`src/rtl/cal_pkg.sv`:
```
package cal_pkg;

  localparam int NF     = 7;
  localparam int BYTE_W = 8;
  localparam int ADDR_W = $clog2(NF + 1);

  localparam int F_SEC  = 0;
  localparam int F_MIN  = 1;
  localparam int F_HOUR = 2;
  localparam int F_WDAY = 3;
  localparam int F_MDAY = 4;
  localparam int F_MON  = 5;
  localparam int F_YEAR = 6;

  // two-digit packed BCD increment, no range check
  function automatic logic [7:0] bcd_inc(input logic [7:0] v);
    if (v[3:0] >= 4'd9) return {v[7:4] + 4'd1, 4'd0};
    else                return {v[7:4], v[3:0] + 4'd1};
  endfunction

  function automatic logic [7:0] bcd_to_bin(input logic [7:0] v);
    return 8'({4'b0, v[7:4]} * 8'd10 + {4'b0, v[3:0]});
  endfunction

  function automatic logic leap_year(input logic [7:0] yr);
    return (bcd_to_bin(yr) % 8'd4) == 8'd0;
  endfunction

  // last valid day of a month, BCD
  function automatic logic [7:0] month_last_day(input logic [7:0] mon, input logic [7:0] yr);
    case (mon)
      8'h02:                      return leap_year(yr) ? 8'h29 : 8'h28;
      8'h04, 8'h06, 8'h09, 8'h11: return 8'h30;
      default:                    return 8'h31;
    endcase
  endfunction

  // highest value of fields with a fixed range
  function automatic logic [7:0] wrap_limit(input int idx);
    case (idx)
      F_SEC, F_MIN: return 8'h59;
      F_WDAY:       return 8'h07;
      F_MON:        return 8'h12;
      F_YEAR:       return 8'h99;
      default:      return 8'h00;
    endcase
  endfunction

  function automatic logic [7:0] wrap_first(input int idx);
    return (idx == F_WDAY || idx == F_MON) ? 8'h01 : 8'h00;
  endfunction

  function automatic logic [7:0] reset_value(input int idx);
    return (idx == F_WDAY || idx == F_MDAY || idx == F_MON) ? 8'h01 : 8'h00;
  endfunction

endpackage

```
`src/rtl/cal_prescaler.sv`:
```
module cal_prescaler #(
  parameter int unsigned PRESCALE = 32768
) (
  input  logic clk,
  input  logic rst_n,
  input  logic base_tick_i,
  input  logic run_i,
  input  logic clear_i,
  output logic tick_o
);
  localparam int CNT_W = (PRESCALE > 1) ? $clog2(PRESCALE) : 1;
  localparam logic [CNT_W-1:0] LAST = CNT_W'(PRESCALE - 1);

  logic [CNT_W-1:0] cnt_q;
  logic             at_last;

  assign at_last = (cnt_q == LAST);
  assign tick_o  = run_i && base_tick_i && at_last && !clear_i;

  always_ff @(posedge clk or negedge rst_n) begin
    if (!rst_n)                      cnt_q <= '0;
    else if (clear_i)                cnt_q <= '0;
    else if (run_i && base_tick_i)   cnt_q <= at_last ? '0 : cnt_q + 1'b1;
  end

  AST_PRE_CLEAR: assert property (@(posedge clk) disable iff (!rst_n)
    clear_i |=> (cnt_q == '0));

  AST_PRE_FROZEN: assert property (@(posedge clk) disable iff (!rst_n)
    (!run_i && !clear_i) |=> $stable(cnt_q));

endmodule

```
`src/rtl/cal_wrap_stage.sv`:
```
module cal_wrap_stage #(
  parameter logic [7:0] LIMIT = 8'h59,
  parameter logic [7:0] FIRST = 8'h00
) (
  input  logic [7:0] cur_i,
  output logic [7:0] nxt_o,
  output logic       carry_o
);
  import cal_pkg::*;

  assign carry_o = (cur_i >= LIMIT);
  assign nxt_o   = carry_o ? FIRST : bcd_inc(cur_i);

endmodule

```
`src/rtl/cal_mday_stage.sv`:
```
module cal_mday_stage (
  input  logic [7:0] cur_i,
  input  logic [7:0] mon_i,
  input  logic [7:0] yr_i,
  output logic [7:0] nxt_o,
  output logic       carry_o
);
  import cal_pkg::*;

  logic [7:0] last_day;

  assign last_day = month_last_day(mon_i, yr_i);
  assign carry_o  = (cur_i >= last_day);
  assign nxt_o    = carry_o ? 8'h01 : bcd_inc(cur_i);

endmodule

```
`src/rtl/cal_hour_stage.sv`:
```
module cal_hour_stage (
  input  logic [6:0] cur_i,
  output logic [6:0] nxt_o,
  output logic       carry_o
);
  logic       twelve;
  logic       pm;
  logic [4:0] h12_inc;
  logic [5:0] h24_inc;

  assign twelve = cur_i[6];
  assign pm     = cur_i[5];

  assign h12_inc = (cur_i[3:0] >= 4'd9) ? {1'b1, 4'd0} : {cur_i[4], cur_i[3:0] + 4'd1};
  assign h24_inc = (cur_i[3:0] >= 4'd9) ? {cur_i[5:4] + 2'd1, 4'd0}
                                        : {cur_i[5:4], cur_i[3:0] + 4'd1};

  always_comb begin
    nxt_o   = '0;
    carry_o = 1'b0;
    if (!twelve) begin
      if (cur_i[5:0] >= 6'h23) begin
        nxt_o   = 7'h00;
        carry_o = 1'b1;
      end else begin
        nxt_o = {1'b0, h24_inc};
      end
    end else begin
      if (cur_i[4:0] >= 5'h12) begin
        nxt_o = {1'b1, pm, 5'h01};
      end else if (cur_i[4:0] == 5'h11) begin
        nxt_o   = {1'b1, !pm, 5'h12};
        carry_o = pm;
      end else begin
        nxt_o = {1'b1, pm, h12_inc};
      end
    end
  end

endmodule

```
`src/rtl/bcd_calendar.sv`:
```
module bcd_calendar #(
  parameter int unsigned PRESCALE = 32768
) (
  input  logic       clk,
  input  logic       rst_n,
  input  logic       osc_off,
  input  logic       base_tick,
  input  logic       wr_en,
  input  logic [2:0] wr_addr,
  input  logic [7:0] wr_data,
  input  logic [2:0] rd_addr,
  output logic [7:0] rd_data
);
  import cal_pkg::*;

  logic [NF-1:0][BYTE_W-1:0] cal_q;
  logic [BYTE_W-1:0]         adv_val [NF];
  logic                      step    [NF];
  logic                      carry   [NF];
  logic                      sec_tick;
  logic                      sec_wr;

  assign sec_wr = wr_en && (wr_addr == ADDR_W'(F_SEC));

  cal_prescaler #(.PRESCALE(PRESCALE)) u_pre (
    .clk         (clk),
    .rst_n       (rst_n),
    .base_tick_i (base_tick),
    .run_i       (!osc_off),
    .clear_i     (sec_wr),
    .tick_o      (sec_tick)
  );

  for (genvar i = 0; i < NF; i++) begin : g_field
    if (i == F_HOUR) begin : g_hour
      logic [6:0] h_nxt;
      cal_hour_stage u_stage (
        .cur_i   (cal_q[i][6:0]),
        .nxt_o   (h_nxt),
        .carry_o (carry[i])
      );
      assign adv_val[i] = {1'b0, h_nxt};
    end else if (i == F_MDAY) begin : g_mday
      cal_mday_stage u_stage (
        .cur_i   (cal_q[i]),
        .mon_i   (cal_q[F_MON]),
        .yr_i    (cal_q[F_YEAR]),
        .nxt_o   (adv_val[i]),
        .carry_o (carry[i])
      );
    end else begin : g_wrap
      cal_wrap_stage #(.LIMIT(wrap_limit(i)), .FIRST(wrap_first(i))) u_stage (
        .cur_i   (cal_q[i]),
        .nxt_o   (adv_val[i]),
        .carry_o (carry[i])
      );
    end

    // carry chain: weekday and day both hang off the hour carry
    if (i == F_SEC) begin : g_s0
      assign step[i] = sec_tick;
    end else if (i == F_MDAY) begin : g_sd
      assign step[i] = step[F_HOUR] && carry[F_HOUR];
    end else begin : g_sn
      assign step[i] = step[i-1] && carry[i-1];
    end
  end

  always_ff @(posedge clk or negedge rst_n) begin
    if (!rst_n) begin
      for (int i = 0; i < NF; i++) cal_q[i] <= reset_value(i);
    end else begin
      for (int i = 0; i < NF; i++) begin
        if (wr_en && wr_addr == ADDR_W'(i)) cal_q[i] <= wr_data;
        else if (step[i])                   cal_q[i] <= adv_val[i];
      end
    end
  end

  assign rd_data = (rd_addr < ADDR_W'(NF)) ? cal_q[rd_addr] : '0;

  AST_TICK_NEEDS_RUN: assert property (@(posedge clk) disable iff (!rst_n)
    sec_tick |-> !osc_off);

  AST_HALT_FREEZE: assert property (@(posedge clk) disable iff (!rst_n)
    (osc_off && !wr_en) |=> $stable(cal_q));

  AST_WRITE_LOADS: assert property (@(posedge clk) disable iff (!rst_n)
    (wr_en && wr_addr == ADDR_W'(F_MIN)) |=> (cal_q[F_MIN] == $past(wr_data)));

  AST_WDAY_WRAP: assert property (@(posedge clk) disable iff (!rst_n)
    (step[F_WDAY] && carry[F_WDAY] && !(wr_en && wr_addr == ADDR_W'(F_WDAY)))
      |=> (cal_q[F_WDAY] == 8'h01));

  AST_YEAR_WRAP: assert property (@(posedge clk) disable iff (!rst_n)
    (step[F_YEAR] && carry[F_YEAR] && !(wr_en && wr_addr == ADDR_W'(F_YEAR)))
      |=> (cal_q[F_YEAR] == 8'h00));

  AST_PM_FLIP: assert property (@(posedge clk) disable iff (!rst_n)
    (step[F_HOUR] && cal_q[F_HOUR][6] && cal_q[F_HOUR][4:0] == 5'h11
      && !(wr_en && wr_addr == ADDR_W'(F_HOUR)))
      |=> (cal_q[F_HOUR][5] != $past(cal_q[F_HOUR][5])));

endmodule

```
`config.mk`:
```
export PLATFORM = sky130hd
export DESIGN_NAME = bcd_calendar
export DESIGN_NICKNAME = d
export VERILOG_FILES = /design/src/rtl/cal_pkg.sv /design/src/rtl/cal_prescaler.sv /design/src/rtl/cal_wrap_stage.sv /design/src/rtl/cal_mday_stage.sv /design/src/rtl/cal_hour_stage.sv /design/src/rtl/bcd_calendar.sv
export SDC_FILE = /design/constraint.sdc
export NUM_CORES = 1
export LEC_CHECK = 0
export BUFFER_PORTS_ARGS = -buffer_cell sky130_fd_sc_hd__buf_2
export CORE_MARGIN = 3
export CORE_UTILIZATION = 44
export CTS_CLUSTER_SIZE = 28
export DETAILED_ROUTE_END_ITERATION = 12
export SETUP_SLACK_MARGIN = 0.5
export SLEW_MARGIN = 10
export SYNTH_ARGS = -nofsm -noshare
export SYNTH_HDL_FRONTEND = slang
export SYNTH_HIERARCHICAL = 1
export SYNTH_SLANG_ARGS = --single-unit
```
`constraint.sdc`:
```
create_clock -name clk -period 3.9 [get_ports clk]
set_input_delay 0.78 -clock clk [delete_from_list [all_inputs] [get_ports clk]]
set_output_delay 0.78 -clock clk [all_outputs]
set_load 0.02 [all_outputs]
```
==> qor.yml, run 1 <==
pwr:
  power_switching_uw: 1090
  p_per_area_nw_per_um2: 448
  swShare: 0.373
  vdd_drop_max_v: 0.000203
  power.internal_uw: 1830
  power_uw: 2920
  power_frac_clock: 0.301
  seqPwrFrac: 0.394
  p_leak_uw: 0.00290
  combPwrFrac: 0.305
critical_path:
  arrival_ns: 2.17
  r2r_start: "cal_q[45]"
  required_ns: 3.12
  critical_path_class: "in2out"
  timing.critical_path.from: "rd_addr[0]"
  critPathCaptureType: "output pin"
  critPathMaxFanout: 17
  crit_path_start_kind: "input port"
hold_path:
  hold_path_class: "reg2reg"
  hp-start: "u_pre/cnt_q[10]"
timing:
  min_period_over_period: 0.757
  max_freq_mhz: 339
  slew_headroom: 0.372
  grt_setup_unrepaired: "false"
  worstMarginPinSlew_ns: 0.941
  fin_tns_setup_ns: 0
  fin_worst_skew_ns: 0.00447
  hold_viol_final: 0
  setup_viol: 0
  slew_violations: 0
  period_needed_ns: 2.95
cts:
  clk_latency_ns: 0.34
  tritoncts: "done"
  clockBufferDepth: 2
  cts_max_level: 3
  clock-sinks: 71
  root_buffer: "clkbuf_16"
  numCtsBuffers: 9
  cts_hold_buf: 0
  clk_pin_slew_ns: 0.05
floorplanning:
  die_height_um: 123
  die_w_um: 123
  fp.dieArea_um2: 15100
  core_area_um2: 13300
  row_count: 42
  start_util: 0.453
  boundaryPins: 27
global_routing:
  track_usage: 0.222
  antenna_found_initial: 0
  grt_overflow_total: 0
  grt_max_degree: 39
  grt_pass1_vias: 4875
  grt_pass1_wl_um: 25800
run_status:
  status: "finished, final reports clean"
placed_design:
  dp_hpwl_um: 11400
  portBuffers: 26
  gp_congestion: 0.866
cells_and_area:
  syn2layout_area_growth_pct: 8.04
  diodes: 0
  final_net_count: 762
  drive_above_1_share: 0.130
logic_synthesis:
  syn_nets: 757
  netlist_area_um2: 6020
  syn_inst: 695
  synthesis.yosys.warnings: 6
  syn_area_per_cell_um2: 8.67
route:
  routed_wirelength_um: 16100
  drcViolationCount: 0
  drtIter0Drc: 370
  via_count: 5186
  post_drt_wl_per_cell_um: 18.3
  antenna_left: 0
  firstDrtPassIters: 5
  post_drt_via_cell_ratio: 5.89
job:
  drv_cap: 0
-- layout make-up --
| type | count | area (µm²) |
|---|---|---|
| fillers | 1268 | 6790 |
| well taps | 176 | 220 |
| flip-flops and latches | 71 | 1780 |
| repair buffers | 32 | 175 |
| clock inverters | 7 | 87.6 |
| inverters | 37 | 139 |
| multi-input cells | 549 | 3880 |
| clock buffers | 9 | 225 |
-- layer usage --
metal | track usage | vias up | wire [µm]
li1 | - | 2537 | -
met1 | 0.290 | 2510 | 7370
met2 | 0.381 | 122 | 7800
met3 | 0.0343 | 17 | 660
met4 | 0.0651 | 0 | 273
met5 | 0 | - | 0
-- critical path, cell delays in order --
cell and delay (ns):
buf_2 0.33, nor2b_1 0.48, a2bb2oi_1 0.16, a21oi_1 0.21
buf_2 0.20
-- final timing paths --
kind                              endpoint  slack, ns  depth (start not counted)
setup / recovery                rd_data[5]       0.95                          5
hold / removal             u_pre/cnt_q[10]       0.53                          1
setup reg to reg                 cal_q[52]       0.95                         10
hold reg to reg            u_pre/cnt_q[10]       0.53                          1
max in group asynchronous        cal_q[32]       2.47                          2
min in group asynchronous        cal_q[41]       0.59                          1
-- power by group through the flow --
| stage | clock network, µW | logic [µW] | registers, µW |
|---|---|---|---|
| 6_report | 876 | 890 | 1150 |
| 5_1_grt | 924 | 1000 | 1180 |
| 4_1_cts | 899 | 886 | 1150 |
| 3_5_place_dp | 0 | 882 | 1160 |
| 3_3_place_gp | 0 | 851 | 1150 |
| 2_1_floorplan | 0 | 716 | 1050 |
-- sequential cells by signal, summed over array words and instances (netlist names) --
name / count
cal_q: 56
u_pre/cnt_q: 15
-- what timing repair did --
item | CTS | global route
setup endpoints to repair | 0 | 2
setup buffers | 0 | 0
resized for setup | 0 | 1
-- through the flow --
stage / util / cells / setup slack (ns) / instance area [µm²] / hold WS [ns]
detailed placement: 0.466 / 865 / 0.831 / 6190 / 0.516
CTS: 0.489 / 881 / 0.821 / 6500 / 0.532
global placement: 0.466 / 865 / 0.917 / 6190 / 0.513
finish: 0.489 / 881 / 0.946 / 6510 / 0.530
global route: 0.489 / 881 / 0.716 / 6510 / 0.571
floorplan: - / 695 / 1.21 / 6020 / 0.480
-- cell usage in the layout (no fill, tap or decap), drive strengths merged, types with 8 or more instances in the layout --
cell      n
nand4    11
nand2    75
inv      37
xnor2    13
mux2i    42
or3       8
and3     12
mux4      8
clkbuf    9
o21ai    67
nor2     59
nor3     12
dfrtp    68
a31oi    29
nor3b     9
ha       43
buf      32
nand3    23
a21oi    41
a2bb2oi   8
No activity file was read; power rests on OpenSTA's default activity.
==> run 2: changes to the inputs <==
- clock period: 3.9 -> 2.4 ns (I/O delays scaled with it)
==> run 2 against run 1 <==
Net effect: final area up 19%; sequential power grew 50%; highest routed layer unchanged; clock skew up 0.0021 ns; via count grew 9.2%; sequential cell count unchanged; the flow now finishes with violations (negative setup slack); first-iteration DRC count up 35%; cell count rose by 9.1%; hold slack got worse by 0.48 ns; combinational power increased to 2.5 times the previous value; critical path depth rose by 5; die area unchanged.
==> qor.yml, run 2 (synthesis gave the netlist of run 1 again) <==
timing:
  worstMarginPinSlew_ns: 0.498
  hold_viol_final: 0
  slew_headroom: 0.666
  period_needed_ns: 2.43
  fin_tns_setup_ns: -0.117
  slew_violations: 0
  fin_worst_skew_ns: 0.00654
  grt_setup_unrepaired: "true"
  setup_viol: 7
  max_freq_mhz: 411
  setup_ws_ns: -0.0311
  min_period_over_period: 1.01
critical_path:
  required_ns: 2.63
  reg2reg_to: "cal_q[54]"
  path_cells: "or3_4 -> o311ai_2 -> o211ai_1 -> ha_2 -> nor2_4 -> a21oi_2 -> or2_4 -> and2_4 -> a31oi_1 -> a21oi_1"
  critical_path_class: "reg2reg"
  critPathCaptureType: "register"
  slowest_delay_ns: 0.43
  reg2reg_depth: 10
  ff2ff_setup_slack_ns: -0.03
  arrival_ns: 2.66
  slowest_stage: "or3_4"
  r2r_start: "cal_q[46]"
  critPathMaxFanout: 8
  crit_path_start_kind: "register"
global_routing:
  grt_use_met1: 0.324
  grt_pass1_wl_um: 28600
  met3_usage: 0.0403
  grt_pass1_vias: 5469
  track_usage: 0.246
  grt-busiest-layer: "met2"
  grt_overflow_total: 0
  grt_max_degree: 40
  grt_use_met2: 0.406
  antenna_found_initial: 0
cells_and_area:
  diodes: 0
  drive_above_1_share: 0.332
  largest_register_ffs: 56
  regMostFlops: "cal_q"
  layout_common_cells: "71 x buf_4, 60 x nand2_1, 55 x dfrtp_1"
  reg_top3: "cal_q: 56 flops, u_pre/cnt_q: 15 flops"
  final_common_cell: "buf_4"
  stdcell_count: 961
  final_net_count: 842
  syn2layout_area_growth_pct: 28.1
  fillCellCount: 1159
placed_design:
  dpl_worst_slack_ns: -0.104
  portBuffers: 26
  gp_congestion: 0.882
  dp_hpwl_um: 12000
  dp.cells: 900
cts:
  tritoncts: "done"
  cts_hold_buf: 0
  numCtsBuffers: 9
  cts_max_level: 3
  root_buffer: "clkbuf_16"
  clk_pin_slew_ns: 0.06
  clock-sinks: 71
  clk_latency_ns: 0.35
  clockBufferDepth: 2
route:
  firstDrtPassIters: 5
  antenna_left: 0
  routed_wirelength_um: 18300
  drtIter0Drc: 498
  drcViolationCount: 0
  post_drt_via_cell_ratio: 5.89
  via_count: 5664
  post_drt_wl_per_cell_um: 19.1
pwr:
  seqPwrFrac: 0.320
  power_switching_uw: 2080
  swShare: 0.384
  power_frac_clock: 0.261
  combPwrFrac: 0.418
  p_leak_uw: 0.00342
  power.internal_uw: 3330
  power_uw: 5410
  vdd_drop_max_v: 0.000572
  p_per_area_nw_per_um2: 701
floorplanning:
  boundaryPins: 27
  die_height_um: 123
  start_util: 0.453
  core_area_um2: 13300
  die_w_um: 123
  fp.dieArea_um2: 15100
  row_count: 42
run_status:
  status: "finished, violations left"
  violations: "negative setup slack"
hold_path:
  hold_path_class: "in2async"
job:
  drv_cap: 0
run 2: cell count changes in the layout (fill, tap and decap cells not counted), moves of 15 or more:
cell and delta:
o21ai_1 +42, o21ai_0 -49, buf_6 +15, buf_4 +65
run 2: per-layer routing:
layer,part of all wire,up-vias
met3,0.053,37
met2,0.49,155
li1,-,2695
met4,0.026,0
met5,0,-
met1,0.43,2777
run 2: through the flow:
stage,hold WS [ns],instance area (µm²),util
finish,0.0523,7720,0.580
detailed placement,0.424,6600,0.497
global route,0.0563,7720,0.580
global placement,0.430,6600,0.497
CTS,0.0466,7370,0.554
floorplan,0.184,6190,-
run 2: what timing repair did:
action	4_1_cts	5_1_grt
gates cloned	3	1
setup buffers	25	16
pin swaps	34	24
gates resized for setup	88	52
setup endpoints to repair	64	64
run 2: worst max path at each step:
stage / startpoint / cells past startpoint / slack, ns / endpoint
after CTS: cal_q[46] / 10 / -0.03 / cal_q[45]
after detailed placement: cal_q[47] / 10 / -0.10 / cal_q[54]
after global routing: cal_q[46] / 10 / -0.15 / cal_q[42]
after floorplan: cal_q[45] / 11 / -0.09 / cal_q[52]
after global placement: cal_q[47] / 10 / -0.03 / cal_q[55]
final: cal_q[46] / 10 / -0.03 / cal_q[54]
run 2: cell type report:
| cell class | count | area [µm²] | area share |
|---|---|---|---|
| Clock buffer | 10 | 239 | 0.0310 |
| Clock inverter | 6 | 68.8 | 0.00892 |
| Inverter | 37 | 146 | 0.0190 |
| Multi-Input combinational cell | 549 | 4250 | 0.551 |
| Sequential cell | 71 | 1800 | 0.233 |
| Tap cell | 176 | 220 | 0.0285 |
| Timing Repair Buffer | 112 | 997 | 0.129 |
run 2: power groups by stage:
stage | clock network, µW | registers, µW | logic [µW]
6_report | 1410 | 1730 | 2260
3_3_place_gp | 0 | 1760 | 1730
3_5_place_dp | 0 | 1770 | 1790
5_1_grt | 1490 | 1760 | 2480
4_1_cts | 1440 | 1720 | 2090
2_1_floorplan | 0 | 1710 | 1260
run 2: worst max-delay path, delay by kind of cell, from the launching register on:
kind | cells | cell delay, ns
compound gates | 5 | 0.67
fa+ha+maj | 1 | 0.30
flops | 1 | 0.38
simple gates | 4 | 0.96
==> run 3: changes to the inputs <==
- ABC_AREA: unset -> 1
==> run 3 against run 2 <==
Net effect: the flow now finishes without violations; final area is 11% higher; register-to-register slack better by 0.19 ns; power increased by 7.5%; count of clock-buffer cells in the layout is 2 higher; die area is 10% higher; clock power decreased by 4%; highest routed layer unchanged; combinational power is 19% higher; sequential cell count is the same; critical path type unchanged; global-route usage down 1.1 points; setup slack improved by 0.19 ns; synthesized cell count up 49%; sequential power increased by 2%.
==> qor.yml, run 3 <==
run_status:
  status: "finished, final reports clean"
floorplanning:
  fp.dieArea_um2: 16700
  boundaryPins: 27
  row_count: 44
  die_height_um: 129
  die_w_um: 129
  core_area_um2: 14700
  start_util: 0.454
cells_and_area:
  regMostFlops: "cal_q"
  reg_top3: "cal_q: 56 flops, u_pre/cnt_q: 15 flops"
  diodes: 0
  largest_register_ffs: 56
  fillCellCount: 1422
  drive_above_1_share: 0.295
  seq_area_um2: 1810
  fin_area_um2: 8530
  fin_util: 0.580
  final_net_count: 1208
  syn2layout_area_growth_pct: 27.7
  final_common_cell: "nand2_1"
  layout_common_cells: "317 x nand2_1, 113 x inv_1, 91 x nand3_1"
  multi_input_area_um2: 4620
logic_synthesis:
  synth_edf_count: 0
  synth_flop_cell: "dfrtp_1"
  synth_top_area_frac: 0.255
  async_reset_ff_frac: 1.00
  synth_common_cells: "349 x nand2_1, 127 x inv_1, 113 x nand3_1, 90 x nor2_1, 68 x dfrtp_1"
  synth_most_common_cell: "nand2_1"
  netlist_area_um2: 6680
  yosys.area.top_type: "dfrtp_1"
  synth_seq_area_share: 0.267
  synth.distinct_cells: 38
  syn_inst: 1033
  ys_seq_elements: 71
  synth_area_leaders: "dfrtp_1 25%, nand2_1 20%, nand3_1 8.5%"
  syn_area_per_cell_um2: 6.46
  synthesis.yosys.warnings: 6
  syn_nets: 1095
critical_path:
  slowest_delay_ns: 0.39
  crit_buf_inv: 2
  required_ns: 2.63
  arrival_ns: 2.47
  critPathCaptureType: "register"
  slowest_stage: "dfrtp_2"
  crit_family: "simple AND/OR/NAND/NOR gates"
  critPathMaxFanout: 6
  path_cells: "or2_1 -> nor2_2 -> nand2_2 -> nor2_1 -> nor2_1 -> ha_1 -> nand2_1 -> nor2_2 -> nand2_2 -> nand3_4 -> buf_4 -> buf_6 -> nand3_2 -> nand3_1 -> nand2_1"
  ff2ff_setup_slack_ns: 0.16
  crit_path_start_kind: "register"
  critical_path_class: "reg2reg"
placed_design:
  placed_area_um2: 7140
  gp_congestion: 0.871
  dp_hpwl_um: 13700
  portBuffers: 26
  dpl_worst_slack_ns: 0.130
cts:
  root_buffer: "clkbuf_16"
  cts_max_level: 3
  clk_pin_slew_ns: 0.06
  numCtsBuffers: 9
  clock-sinks: 71
  clk_latency_ns: 0.34
  cts_hold_buf: 0
  tritoncts: "done"
  clockBufferDepth: 2
route:
  antenna_left: 0
  via_count: 6880
  firstDrtPassIters: 4
  routed_wirelength_um: 19500
  drtIter0Drc: 478
  post_drt_wl_per_cell_um: 14.6
  post_drt_via_cell_ratio: 5.15
  drcViolationCount: 0
pwr:
  combPwrFrac: 0.463
  p_leak_uw: 0.00444
  power_switching_uw: 2400
  vdd_drop_max_v: 0.000368
  p_per_area_nw_per_um2: 682
  swShare: 0.412
  power_frac_clock: 0.233
  seqPwrFrac: 0.303
  power.internal_uw: 3420
timing:
  setup_ws_ns: 0.163
  grt_setup_unrepaired: "true"
  slew_violations: 0
  hold_viol_final: 0
  slew_headroom: 0.624
  max_freq_mhz: 447
  hold_slack_ns: 0.0550
  setup_viol: 0
  fin_worst_skew_ns: 0.00774
  fin_tns_setup_ns: 0
  min_period_over_period: 0.932
  period_needed_ns: 2.24
  worstMarginPinSlew_ns: 0.562
global_routing:
  grt_pass1_vias: 5981
  grt_max_degree: 32
  grt_use_met2: 0.368
  grt_overflow_total: 0
  track_usage: 0.235
  grt-busiest-layer: "met2"
  antenna_found_initial: 0
  grt_pass1_wl_um: 31100
  met3_usage: 0.0458
  grt_use_met1: 0.332
hold_path:
  hold_path_class: "in2async"
job:
  drv_cap: 0
==> run 3: cell families after synthesis <==
| group | synth area share |
|---|---|
| buffers and inverters | 0.0999 |
| xor gates and xnor gates | 0.0144 |
| AOI/OAI and AO/OA | 0.0778 |
| and+or+nand+nor | 0.458 |
| DFF | 0.267 |
| other | 0.00281 |
| adders and majority gates | 0.0806 |
==> run 3: metrics by stage <==
step / power, µW / instances
2_1_floorplan: 3360 / 1033
3_3_place_gp: 3940 / 1251
3_5_place_dp: 3950 / 1251
4_1_cts: 5620 / 1302
5_1_grt: 6270 / 1335
6_report: 5820 / 1335
==> run 3: final cells by class <==
cell class,count,share of cell area
clock buffers,12,0.0289
clock inverters,4,0.00528
inverters,139,0.0634
repair buffers,121,0.122
well taps,184,0.0270
multi-input cells,804,0.542
flip-flops and latches,71,0.212
==> run 3: metal layers <==
layer,part of all wire,vias to the layer above
met5,0,-
met4,0.017,0
met3,0.053,25
met2,0.46,174
met1,0.47,3184
li1,-,3497
==> run 3: worst reg2reg max path, cell delays in order, from the launching register on <==
cell and delay, ns:
dfrtp_2 0.39, or2_1 0.25, nor2_2 0.10, nand2_2 0.08, nor2_1 0.10, nor2_1 0.05, ha_1 0.27, nand2_1 0.06
nor2_2 0.09, nand2_2 0.08, nand3_4 0.15, buf_4 0.15, buf_6 0.09, nand3_2 0.11, nand3_1 0.10, nand2_1 0.06
==> run 3: power groups by stage <==
stage	registers [µW]	clock network, µW	logic [µW]
after floorplan	1760	0	1590
after global routing	1800	1430	3030
after global placement	1820	0	2130
after detailed placement	1820	0	2130
final	1770	1360	2690
after CTS	1760	1380	2480
==> run 3: what timing repair did <==
item | in CTS | in global routing
pin swaps | 39 | 41
setup endpoints to repair | 64 | 64
setup buffers | 33 | 32
gates cloned | 2 | 1
hold endpoints to repair | 0 | 0
resized for setup | 101 | 72
==> run 3: final timing paths <==
check                           depth (start not counted)        from        end
worst max-delay path                                   15   cal_q[42]  cal_q[42]
worst min-delay path                                    1       rst_n  cal_q[42]
worst max register to register                         15   cal_q[42]  cal_q[42]
worst min register to register                          2   cal_q[32]  cal_q[32]
max in group asynchronous                               2       rst_n  cal_q[24]
min in group clk                                        3  wr_data[7]  cal_q[15]
